===== src/rtl/sar_burst_pkg.sv =====
package sar_burst_pkg;

  typedef enum logic [2:0] {
    MODE_DIFF    = 3'd0,
    MODE_D16_C8  = 3'd1,
    MODE_D24_C8  = 3'd2,
    MODE_AVG30   = 3'd3,
    MODE_PATTERN = 3'd4
  } outMode_t;

  typedef struct packed {
    logic load;    // capture request, start first high phase
    logic goLow;   // enter low phase
    logic goHigh;  // start next conversion
  } dpStrobe_t;

  function automatic outMode_t pickMode(logic avgOn, logic wantCommon, logic is24);
    if (avgOn)           return MODE_AVG30;
    else if (wantCommon) return is24 ? MODE_D24_C8 : MODE_D16_C8;
    else                 return MODE_DIFF;
  endfunction

  function automatic logic [3:0] frameBytes(outMode_t mode, logic is24, logic two);
    logic [3:0] perCh;
    case (mode)
      MODE_D16_C8:  perCh = 4'd3;
      MODE_D24_C8:  perCh = 4'd4;
      MODE_AVG30:   perCh = 4'd4;
      MODE_PATTERN: perCh = 4'd4;
      default:      perCh = is24 ? 4'd3 : 4'd2;
    endcase
    return two ? perCh << 1 : perCh;
  endfunction

endpackage


===== src/rtl/sar_burst_datapath.sv =====
module sar_burst_datapath
  import sar_burst_pkg::*;
#(
  parameter int HIGH_CYC = 1,
  parameter int LOW_CYC  = 24,
  parameter int EXP_W    = 5,
  parameter int MAX_EXP  = 16
) (
  input  logic             clk,
  input  logic             rstN,
  input  dpStrobe_t        strobe,
  input  logic [EXP_W-1:0] avgExp,
  input  logic             commonReq,
  input  logic             prec24,
  input  logic             dualCh,
  output logic             phaseDone,
  output logic             lastConv,
  output outMode_t         modeSel,
  output logic [3:0]       byteCount
);
  localparam int PH_MAX = (HIGH_CYC > LOW_CYC) ? HIGH_CYC : LOW_CYC;
  localparam int PH_W   = $clog2(PH_MAX + 1);
  localparam int CNT_W  = MAX_EXP + 1;

  logic [PH_W-1:0]  phaseCnt;
  logic [CNT_W-1:0] convLeft;
  outMode_t         nextMode;

  assign nextMode  = pickMode(avgExp != '0, commonReq, prec24);
  assign phaseDone = (phaseCnt == '0);
  assign lastConv  = (convLeft == '0);

  always_ff @(posedge clk or negedge rstN) begin
    if (!rstN) begin
      phaseCnt  <= '0;
      convLeft  <= '0;
      modeSel   <= MODE_DIFF;
      byteCount <= '0;
    end else if (strobe.load) begin
      phaseCnt  <= PH_W'(HIGH_CYC - 1);
      convLeft  <= (CNT_W'(1) << avgExp) - CNT_W'(1);
      modeSel   <= nextMode;
      byteCount <= frameBytes(nextMode, prec24, dualCh);
    end else if (strobe.goLow) begin
      phaseCnt  <= PH_W'(LOW_CYC - 1);
    end else if (strobe.goHigh) begin
      phaseCnt  <= PH_W'(HIGH_CYC - 1);
      convLeft  <= convLeft - CNT_W'(1);
    end else if (!phaseDone) begin
      phaseCnt  <= phaseCnt - PH_W'(1);
    end
  end

  // a new conversion is only started while conversions remain
  p_no_underflow_r4: assert property (@(posedge clk) disable iff (!rstN)
    strobe.goHigh |-> !lastConv);

  // averaged mode always comes with a four-byte-per-channel frame
  p_avg_width_r5: assert property (@(posedge clk) disable iff (!rstN)
    (modeSel == MODE_AVG30) |-> (byteCount == 4'd4 || byteCount == 4'd8));

  // captured configuration holds until the next load
  p_cfg_hold_r8: assert property (@(posedge clk) disable iff (!rstN)
    !$past(strobe.load) |-> $stable(byteCount) && $stable(modeSel));
endmodule


===== src/rtl/sar_burst_ctrl.sv =====
module sar_burst_ctrl
  import sar_burst_pkg::*;
#(
  parameter int EXP_W   = 5,
  parameter int MAX_EXP = 16
) (
  input  logic             clk,
  input  logic             rstN,
  input  logic             startReq,
  input  logic [EXP_W-1:0] avgExp,
  input  logic             commonReq,
  input  logic             rdDone,
  input  logic             phaseDone,
  input  logic             lastConv,
  output dpStrobe_t        strobe,
  output logic             cnvOut,
  output logic             rdReq,
  output logic             frameReady,
  output logic             busy,
  output logic             rejected
);
  typedef enum logic [1:0] {S_IDLE, S_HIGH, S_LOW, S_READ} state_t;

  state_t stateQ, stateD;
  logic   badReq;

  assign badReq = (avgExp > EXP_W'(MAX_EXP)) || ((avgExp != '0) && commonReq);
  assign cnvOut = (stateQ == S_HIGH);
  assign busy   = (stateQ != S_IDLE);

  always_comb begin
    stateD = stateQ;
    strobe = '0;
    case (stateQ)
      S_IDLE: if (startReq && !badReq) begin
        strobe.load = 1'b1;
        stateD      = S_HIGH;
      end
      S_HIGH: if (phaseDone) begin
        strobe.goLow = 1'b1;
        stateD       = S_LOW;
      end
      S_LOW: if (phaseDone) begin
        if (lastConv) stateD = S_READ;
        else begin
          strobe.goHigh = 1'b1;
          stateD        = S_HIGH;
        end
      end
      S_READ: if (rdDone) stateD = S_IDLE;
      default: stateD = S_IDLE;
    endcase
  end

  always_ff @(posedge clk or negedge rstN) begin
    if (!rstN) begin
      stateQ     <= S_IDLE;
      rdReq      <= 1'b0;
      frameReady <= 1'b0;
      rejected   <= 1'b0;
    end else begin
      stateQ     <= stateD;
      rdReq      <= (stateQ == S_LOW) && (stateD == S_READ);
      frameReady <= (stateQ == S_READ) && rdDone;
      rejected   <= (stateQ == S_IDLE) && startReq && badReq;
    end
  end

  // read request is a single-cycle pulse
  p_rdreq_single_r4: assert property (@(posedge clk) disable iff (!rstN)
    rdReq |=> !rdReq);

  // frame-ready only follows a completion from the serial port
  p_frame_after_done_r9: assert property (@(posedge clk) disable iff (!rstN)
    frameReady |-> $past(rdDone));

  // busy drops only together with frame-ready
  p_busy_release_r8: assert property (@(posedge clk) disable iff (!rstN)
    $fell(busy) |-> frameReady);

  // a refused request never starts a sequence
  p_reject_idle_r7: assert property (@(posedge clk) disable iff (!rstN)
    rejected |-> !busy && !cnvOut);
endmodule


===== src/rtl/sar_burst_readout.sv =====
module sar_burst_readout
  import sar_burst_pkg::*;
#(
  parameter int CLK_FREQ_KHZ = 50_000,
  parameter int CNV_HIGH_NS  = 10,
  parameter int CYCLE_NS     = 500,
  parameter int CNV_TAIL_NS  = 20,
  parameter int EXP_W        = 5,
  parameter int MAX_EXP      = 16
) (
  input  logic             clk,
  input  logic             rstN,
  input  logic             startReq,
  input  logic [EXP_W-1:0] avgExp,
  input  logic             commonReq,
  input  logic             prec24,
  input  logic             dualCh,
  input  logic             rdDone,
  output logic             cnvOut,
  output logic             rdReq,
  output logic [3:0]       rdBytes,
  output logic [2:0]       modeOut,
  output logic             busy,
  output logic             frameReady,
  output logic             rejected
);
  localparam longint NS_PER_KCYC = 64'd1_000_000;
  localparam int HIGH_CYC = int'((longint'(CNV_HIGH_NS) * CLK_FREQ_KHZ + NS_PER_KCYC - 1) / NS_PER_KCYC);
  localparam int LOW_CYC  = int'((longint'(CYCLE_NS - CNV_TAIL_NS) * CLK_FREQ_KHZ + NS_PER_KCYC - 1) / NS_PER_KCYC);

  dpStrobe_t strobe;
  logic      phaseDone, lastConv;
  outMode_t  modeSel;

  sar_burst_ctrl #(.EXP_W(EXP_W), .MAX_EXP(MAX_EXP)) u_ctrl (
    .clk(clk), .rstN(rstN), .startReq(startReq), .avgExp(avgExp),
    .commonReq(commonReq), .rdDone(rdDone), .phaseDone(phaseDone),
    .lastConv(lastConv), .strobe(strobe), .cnvOut(cnvOut), .rdReq(rdReq),
    .frameReady(frameReady), .busy(busy), .rejected(rejected)
  );

  sar_burst_datapath #(.HIGH_CYC(HIGH_CYC), .LOW_CYC(LOW_CYC),
                       .EXP_W(EXP_W), .MAX_EXP(MAX_EXP)) u_dp (
    .clk(clk), .rstN(rstN), .strobe(strobe), .avgExp(avgExp),
    .commonReq(commonReq), .prec24(prec24), .dualCh(dualCh),
    .phaseDone(phaseDone), .lastConv(lastConv), .modeSel(modeSel),
    .byteCount(rdBytes)
  );

  assign modeOut = modeSel;
endmodule


===== config.mk =====
export PLATFORM = sky130hd
export DESIGN_NAME = sar_burst_readout
export DESIGN_NICKNAME = d
export VERILOG_FILES = /design/src/rtl/sar_burst_pkg.sv /design/src/rtl/sar_burst_datapath.sv /design/src/rtl/sar_burst_ctrl.sv /design/src/rtl/sar_burst_readout.sv
export SDC_FILE = /design/constraint.sdc
export NUM_CORES = 1
export LEC_CHECK = 0
export BUFFER_PORTS_ARGS = -buffer_cell sky130_fd_sc_hd__clkbuf_2
export CORE_MARGIN = 3
export CORE_UTILIZATION = 63
export CTS_CLUSTER_DIAMETER = 100
export DETAILED_ROUTE_END_ITERATION = 7
export HOLD_SLACK_MARGIN = 0.03
export PLACE_DENSITY_LB_ADDON = 0.05
export SLEW_MARGIN = 20
export SYNTH_ARGS = -nofsm -noshare
export SYNTH_HDL_FRONTEND = slang
export SYNTH_SLANG_ARGS = --single-unit

===== constraint.sdc =====
create_clock -name clk -period 5.8 [get_ports clk]
set_input_delay 0.58 -clock clk [delete_from_list [all_inputs] [get_ports clk]]
set_output_delay 0.58 -clock clk [all_outputs]
set_load 0.01 [all_outputs]

==> flow_metrics.tcl <==
set metrics [dict create \
    status "completed" \
    die-width_um 64.4 \
    dieArea_mm2 0.00415 \
    worstSetupStartpointType "input port" \
    final_common_cell "dfrtp_1" \
    ios 24 \
    cpPeakStageDelay_ns 0.59 \
    cts_root_buffer "clkbuf_4" \
    critPathMostFrequentCell "o21ai_0" \
    power_switching_mw 0.0976 \
    layout_common_cells "dfrtp_1 (33), nand2_1 (23), clkbuf_2 (22)" \
    leakage_nw 0.952 \
    hpwl_mm 3.25 \
    vias 1883 \
    cp_max_fo 17 \
    htreeDepth 2 \
    yosysUniqueCellTypes 59 \
    ys_seq_area_share_pct 38.4 \
    hold_class "input port to async pin" \
    synth_cells 248 \
    ys_warn_count 0 \
    dieHeight_um 64.4 \
    cts.reportedPaths.clkPinSlew_ns 0.10 \
    grt_pass1_wl_mm 8.16 \
    grt_pass1_vias 1769 \
    track_usage_pct 24.9 \
    p_seq_share_pct 48.7 \
    rows 20 \
    antenna_found_initial 0 \
    drive_above_1_share_pct 16.5 \
    dp_slack_ns 2.76 \
    ys_ff_latch 33 \
    power_mw 0.472 \
    synth-edff-count 0 \
    post_cts_resized 0 \
    cts.sinks 33 \
    p_int_mw 0.375 \
    synth_nets 264 \
    pwr_density_cell_mw_per_mm2 202 \
    tightestPinTransition_ns 0.827 \
    clk_latency_ns 0.33 \
    place.gp.congestion 0.885 \
    synth_flop_cell "dfrtp_1" \
    cp_slowest_cell "or4_4" \
    fin_crit_sh_pct 47.7 \
    drv_cap 0 \
    drc 0 \
    cts_buffer_depth 2 \
    cp-end-kind "flop" \
    cts_tree "built" \
    crit_chain "clkbuf_2, or4_4, or2_2, ha_1, nor3_1, a31oi_1, o21ai_0, nand2_1, o21ai_0" \
    cts_setup_buffers 0 \
    required_ns 6.05 \
    totalWireLength_mm 4.52 \
    finalSetupTns_ns 0 \
    syn_avg_cell_area_um2 8.67 \
    overflow 0 \
    diodes 0 \
    synthArstFlopShare_pct 100 \
    firstDrtPassIters 4 \
    maxSlewHeadroom_pct 44.8 \
    slew_violations 0 \
    cts_buffers 5 \
    ctsHoldBuffers 0 \
    switching_share_pct 20.7 \
    nets 276 \
    fin_ws_ns 3.04 \
    start_util_pct 68.2 \
    skew_ns 0.0147 \
    port_buffers 22 \
    criticalPathCategory "input port to flop" \
    final.min_clock_period_ns 2.76 \
    drtIter0Drc 114 \
    avgRoutedWirePerCell_um 14.8 \
    grt_max_degree 34 \
    fin_util_pct 74.2 \
    timing.hold.ws_ns 0.332 \
    synthToLayoutAreaGrowth_pct 8.78 \
    core-area_mm2 0.00315 \
    grt_setup_unrepaired "no" \
    vdd_drop_max_v 0.000123 \
    combPwrFrac_pct 7.1 \
    setup_viol 0 \
    power.share.clock_pct 44.2 \
    netlist_area_mm2 0.00215 \
    vias_per_cell 6.17 \
    hold_viol 0 \
    critPathArrivalTime_ns 3.02 \
    route.antenna.remaining_nets 0 \
    max_freq_mhz 362 \
]
-- power groups by stage --
stage                     Sequential, mW  Clock [mW]  Combinational (mW)
after floorplan                    0.234           0              0.0197
after global placement             0.234           0              0.0327
after detailed placement           0.234           0              0.0332
after CTS                          0.230       0.214              0.0334
after global routing               0.230       0.225              0.0378
final                              0.230       0.209              0.0335
-- state kept, by name, indices dropped and copies added (netlist names) --
signal             count
u_dp.convLeft         17
u_dp.phaseCnt          5
u_dp.byteCount         4
u_ctrl.stateQ          2
u_dp.modeSel           2
u_ctrl.frameReady      1
u_ctrl.rdReq           1
u_ctrl.rejected        1
-- area by class of cell --
type	instances	area (um^2)
Clock inverter	3	65.1
Tap cell	44	55.1
Fill cell	270	813
Sequential cell	33	826
Clock buffer	5	37.5
Multi-Input combinational cell	191	1220
Inverter	7	26.3
Timing Repair Buffer	22	110
-- final timing paths --
check | start | end | slack, ns | cells past startpoint
worst max register to register | u_dp.phaseCnt[0] | u_dp.convLeft[13] | 3.35 | 7
worst max-delay path | avgExp[1] | u_dp.convLeft[12] | 3.04 | 9
max in group asynchronous | rstN | u_dp.phaseCnt[4] | 4.95 | 1
worst min-delay path | rstN | u_dp.convLeft[9] | 0.33 | 1
worst min register to register | u_dp.byteCount[3] | u_dp.byteCount[3] | 0.49 | 2
min in group clk | u_dp.byteCount[3] | u_dp.byteCount[3] | 0.49 | 2
-- critical path: cells and delay by family --
| kind | cells | cell delay, ns |
|---|---|---|
| buf+inv | 1 | 0.18 |
| fa+ha+maj | 1 | 0.39 |
| simple gates | 4 | 1.40 |
| compound gates | 3 | 0.46 |
-- metal layers --
metal  global-route usage (%)  up-vias  part of all wire [%]
met3                     5.37        5                   7.6
met5                        0        -                     0
met1                     35.1      874                    46
met2                     39.7       65                    45
li1                         -      939                     -
met4                     5.54        0                  0.66
-- synthesized netlist by cell type (2+ instances only) --
cell,count,area [um^2]
a211oi_1,4,30.0
a21o_1,4,30.0
a21oi_1,14,70.1
a311o_1,2,20.0
a31oi_1,3,18.8
and4_1,2,17.5
buf_2,5,25.0
clkbuf_1,9,33.8
dfrtp_1,33,826
ha_1,4,50.1
inv_1,7,26.3
mux2_2,2,22.5
nand2_1,23,86.3
nand2b_1,3,18.8
nand3_1,6,30.0
nor2_1,21,78.8
nor2b_1,3,18.8
nor3_1,9,45.0
nor3b_1,2,15.0
nor4_1,5,31.3
o211ai_1,4,30.0
o21ai_0,19,95.1
o21ai_1,2,10.0
o311ai_0,2,17.5
o31ai_1,2,15.0
or2_2,4,25.0
or3_1,9,56.3
or4_1,3,22.5
xnor2_1,7,61.3
xor2_1,6,52.6
-- stage by stage --
stage,cells,cell area (um^2)
global route,305,2340
detailed placement,297,2240
global placement,297,2230
finish,305,2340
floorplan,248,2150
CTS,305,2340
-- logic make-up after synthesis --
family,after synthesis,share of synthesized area (%)
adders and majority gates,5,2.85
xor gates and xnor gates,13,5.29
DFF,33,38.4
buffers and inverters,24,5.00
muxes,3,1.51
other,1,0.174
and+or+nand+nor,100,25.1
AOI/OAI and AO/OA,69,21.6
Power figures use the tool's default switching activity.
